### src/rtl/lnk_bist_pkg.sv
package lnk_bist_pkg;
  localparam int PRBS_W     = 7;
  localparam int TAP_HI     = 6;
  localparam int TAP_LO     = 5;
  localparam int DEF_WORD_W = 24;
  localparam int DEF_CNT_W  = 16;
  localparam int DEF_LOCK   = 2;
endpackage

### src/rtl/prbs7_word.sv
module prbs7_word
  import lnk_bist_pkg::*;
#(
  parameter int WORD_W = DEF_WORD_W
) (
  input  logic [PRBS_W-1:0] state_i,
  output logic [WORD_W-1:0] word_o,
  output logic [PRBS_W-1:0] next_o
);
  logic [PRBS_W-1:0] chain [0:WORD_W];

  assign chain[0] = state_i;

  // one LFSR step per bit; the first bit produced lands in the top position
  for (genvar k = 0; k < WORD_W; k++) begin : g_step
    logic fb;
    assign fb             = chain[k][TAP_HI] ^ chain[k][TAP_LO];
    assign chain[k+1]     = {chain[k][PRBS_W-2:0], fb};
    assign word_o[WORD_W-1-k] = fb;
  end

  assign next_o = chain[WORD_W];
endmodule

### src/rtl/prbs7_src.sv
module prbs7_src
  import lnk_bist_pkg::*;
#(
  parameter int              WORD_W = DEF_WORD_W,
  parameter logic [PRBS_W-1:0] SEED = 7'h01
) (
  input  logic              clk,
  input  logic              rst,
  input  logic              step_i,
  output logic [WORD_W-1:0] word_o
);
  logic [PRBS_W-1:0] st_q;
  logic [PRBS_W-1:0] st_nxt;

  prbs7_word #(.WORD_W(WORD_W)) u_word (
    .state_i (st_q),
    .word_o  (word_o),
    .next_o  (st_nxt)
  );

  always_ff @(posedge clk) begin
    if (rst)         st_q <= SEED;
    else if (step_i) st_q <= st_nxt;
  end
endmodule

### config.mk
export PLATFORM = sky130hd
export DESIGN_NAME = prbs7_src
export DESIGN_NICKNAME = d
export VERILOG_FILES = /design/src/rtl/lnk_bist_pkg.sv /design/src/rtl/prbs7_word.sv /design/src/rtl/prbs7_src.sv
export SDC_FILE = /design/constraint.sdc
export NUM_CORES = 1
export LEC_CHECK = 0
export BUFFER_PORTS_ARGS = -buffer_cell sky130_fd_sc_hd__buf_2
export CORE_MARGIN = 5
export CORE_UTILIZATION = 50
export CTS_BUF_LIST = sky130_fd_sc_hd__clkbuf_16
export CTS_CLUSTER_SIZE = 28
export DETAILED_ROUTE_END_ITERATION = 8
export PLACE_DENSITY_LB_ADDON = 0.1
export SLEW_MARGIN = 20
export SYNTH_ARGS = -nofsm -noshare
export SYNTH_HDL_FRONTEND = slang
export SYNTH_SLANG_ARGS = --single-unit
### constraint.sdc
create_clock -name clk -period 2 [get_ports clk]
set_clock_uncertainty 0.1 [all_clocks]
set_input_delay 0.4 -clock clk [delete_from_list [all_inputs] [get_ports clk]]
set_output_delay 0.4 -clock clk [all_outputs]
set_load 0.05 [all_outputs]
# Yosys cells after proc, flatten, opt, wreduce, memory -nomap -nowiden

Index checks and enable logic that the tools add are counted.

Output and inout port bits: 24
Latch bits: 0
Flip-flop bits (word level): 7
Memories: 0
Logic and storage cells: 25
Bits of input ports: 3
RAM bits: 0
ROM bits: 0

Mux-type cells: 0
Bitwise logic cells: 24
Divide/modulo/power cells: 0
Eq/ne operators: 0
Add/subtract/negate cells: 0
Order comparisons: 0
Multipliers: 0
Shift-type cells: 0
Reductions and logical operators: 0

Operators with widths:

| kind              | count |
|---|---|
| bitwise XOR 1 bit | 24 |

# Longest topological paths before layout

Depth after elaboration: 4
Gate-level depth with buffers: 5
Gate-level depth less buffers: 4

# Hierarchy

A second synthesis with hierarchy kept.

Cells, all modules: 87
Area total of the unflattened synthesis: 808.3 sq um

By module, submodules not included:

| module     | area each (sq um) | cells an instance | instances |
|---|---|---|---|
| prbs7_word | 556.8             | 65                | 1 |
| prbs7_src  | 251.5             | 22                | 1 |

# Worst setup path after synthesis

OpenSTA, ideal clock, no wires.

Kind: flip-flop to output port
Start: register st_q[0]
End: output word_o[5]
Slack: 347 ps
Cell stages (with the launch flop): 6
Required time: 1500 ps
Arrival time: 1153 ps
Cell sequence: dfxtp_1 -> buf_6 -> xnor2_4 -> xnor2_1 -> xnor2_1 -> buf_4

Word-level cells in the longest chain between the ends: 3
Elaborated cells on any way between the ends: 5
Classes of those cells: bitwise: 5

RTL lines:

| element                         | RTL line         | source |
|---|---|---|
| start: declaration              | prbs7_src.sv:12  | `logic [PRBS_W-1:0] st_q;` |
| start signal: assignment        | prbs7_src.sv:23  | `else if (step_i) st_q <= st_nxt;` |
| bitwise XOR 1 bit (2 in series) | prbs7_word.sv:17 | `assign fb = chain[k][TAP_HI] ^ chain[k][TAP_LO];` |
| bitwise XOR 1 bit (*)           | prbs7_word.sv:17 |  |
| end: declaration                | prbs7_src.sv:10  | `output logic [WORD_W-1:0] word_o` |

Every way passes the cells marked *; elsewhere a longest branch is shown, timed or not.

# Worst setup path after layout

Start: register st_q[3]
End: output word_o[9]

Word-level cells in the longest chain between the ends: 3

RTL lines:

| element                         | RTL line |
|---|---|
| bitwise XOR 1 bit (3 in series) | prbs7_word.sv:17 |

Every way passes these cells.

==> metrics.yaml <==
outcome: "completed"
ctsHoldBuffers: 0
synth_compound_gate_area_share: 0.03107
top_regs: "st_q (7)"
tightest_slew_ps: 308.6
synth_top_cell_by_area: "buf_4"
n_fill_cell: 149
drv_slew: 0
die_h_um: 51.13
drtIter0Drc: 10
synth_top_area_frac: 0.2308
cp.arrival_ps: 1400
diodes: 0
largest_reg_flops: 7
worstHoldPathType: "primary input to register"
final_layout_size_suffix_gt1_frac: 0.4898
path_class: "register to primary output"
regMostFlops: "st_q"
hpwl_um: 1071
setup_violations: 0
final_antenna_net_count: 0
syn2layout_area_growth_pct: 7.101
core_sq_um: 1559
synth-simple-area-share: 0.06361
timing.final.crit_share: 0.9485
hold_violations: 0
antenna_found_initial: 0
grt_pass1_vias: 454
crit_start: "st_q[3]$_SDFFE_PP0P_"
cts_tree: "yes"
synthMuxAreaShare: 0.01183
synth_xor_xnor_area_share: 0.4127
num_io_pins: 27
ys_top_cells_by_count: "26 x buf_4, 16 x xnor2_1, 13 x xor2_1, 7 x dfxtp_1, 6 x nor2_1"
cap_viol_max_count: 0
synth_edf_count: 0
routed_wl_um: 1352
port_buffers: 26
multiInputGateArea_sq_um: 454.2
required_ps: 1500
synth_area_sq_um: 845.8
period_needed_ps: 1897
first_pass_iters: 4
synth_most_common_cell: "buf_4"
viasPerCell: 4.228
gp_congestion: 0.7009
fp.dieW_um: 51.13
async_reset_ff_frac: 0
synth_top_family_by_area: "XOR/XNOR gates"
synth-seq-cells: 7
synth_area_per_cell_sq_um: 9.194
register_area_sq_um: 145.1
clk_latency_ps: 230
syn_inst: 92
fmax_mhz: 527.1
via_count: 482
fp.dieArea_sq_um: 2614
setup.worst_path.end: "word_o[9]"
finalCoreUtilization: 0.5811
ys_seq_area_frac: 0.1657
num_rows: 14
cts_made_buffers: 3
wire_per_inst_um: 11.86
yosys_warnings: 0
synth_top_flop_cell: "dfxtp_1"
worstReg2RegEnd: "st_q[4]$_SDFFE_PP0P_"
clk_pin_slew_ps: 40
yosys.area_share.adder: 0
cts-htree-levels: 1
crit_path_max_fanout: 3
cts-root-buf: "clkbuf_16"
initial_core_util: 0.5425
synthDistinctLibCells: 21
slew_headroom: 0.7928
track_usage: 0.1189
nNetsFinal: 102
ys_top_cells_by_area: "buf_4 23%, dfxtp_1 17%, xnor2_1 17%, xor2_1 13%, clkbuf_8 3.3%"
grt_pass1_wl_um: 2194
critPathLaunchType: "register"
reg2reg_depth: 5
cts_buffer_depth: 2
r2r_setup_slack_ps: 600
grt_start_max_net_pins: 10
gr-total-overflow: 0
clock_sinks: 7
rsz0062_at_grt: "no"
cp-end-kind: "primary output"
setup_tns_ps: 0
drc_errors: 0
synth_nets: 95
r2r_start: "st_q[0]$_SDFFE_PP1P_"
[cell families (layout without fill, tap and decap cells)]
family / after synthesis / after routing
AO/OA/AOI/OAI: 4 / 4
multiplexers: 1 / 1
AND/OR/NAND/NOR: 12 / 12
buffers and inverters: 35 / 41
XOR/XNOR: 33 / 33
flip-flops: 7 / 7
[cells in the final DEF (no fill, tap or decap)]
cell,instances
dfxtp_2,4
buf_4,8
nor2b_1,1
xor2_4,1
nor2_1,6
clkinv_2,1
mux2i_1,1
and3_2,1
clkbuf_16,3
xnor2_1,15
inv_1,3
xnor2_2,1
o21bai_1,1
dfxtp_1,3
xor2_2,2
a21oi_1,2
xnor2_4,1
buf_2,24
clkbuf_4,2
xor2_1,12
a31o_1,1
nand2_1,3
nand2b_1,1
xor3_1,1
[per-stage QoR]
stage               std cells  hold slack [ps]  setup WS [ps]  area, sq um
global route              114            341.8          12.53        905.9
finish                    114            328.2          103.0        905.9
detailed placement        107            561.4          201.0        778.2
CTS                       111            331.5          25.15        869.6
global placement          107            549.4          213.8        778.2
floorplan                  92            372.4          347.1        845.8
[layout make-up]
| type | count | share of cell area |
|---|---|---|
| Clock buffer | 3 | 0.08287 |
| Timing Repair Buffer | 34 | 0.2155 |
| Multi-Input combinational cell | 50 | 0.5014 |
| Sequential cell | 7 | 0.1602 |
| Clock inverter | 1 | 0.005525 |
| Inverter | 3 | 0.01243 |
| Tap cell | 16 | 0.02210 |
[critical path: stages (launching register included)]
cell and delay [ps]:
dfxtp_1 450, xor2_1 250, xor2_1 180, buf_2 280
[how the worst min path moves through the flow]
stage          cells past startpoint                  from  slack [ps]                    to
6_report                           2                   rst         330  st_q[2]$_SDFFE_PP0P_
5_1_grt                            2                   rst         340  st_q[2]$_SDFFE_PP0P_
4_1_cts                            2                   rst         330  st_q[1]$_SDFFE_PP0P_
3_5_place_dp                       2  st_q[6]$_SDFFE_PP0P_         560  st_q[6]$_SDFFE_PP0P_
3_3_place_gp                       2  st_q[6]$_SDFFE_PP0P_         550  st_q[6]$_SDFFE_PP0P_
2_1_floorplan                      1                   rst         370  st_q[1]$_SDFFE_PP0P_
[routing by layer]
| layer | track usage | part of all wire |
|---|---|---|
| met5 | 0 | 0 |
| met1 | 0.1393 | 0.47 |
| met3 | 0.03198 | 0.078 |
| met2 | 0.1824 | 0.44 |
| met4 | 0.09417 | 0.010 |
[repair_timing]
action,4_1_cts,5_1_grt
gates cloned,0,0
pin swaps,0,1
setup endpoints to repair,5,5
gates resized for setup,4,4
setup buffers,0,3
Power is left out: the tool's default activity adds up to more than one toggle a clock period on the data nets, which glitch-free logic cannot reach.
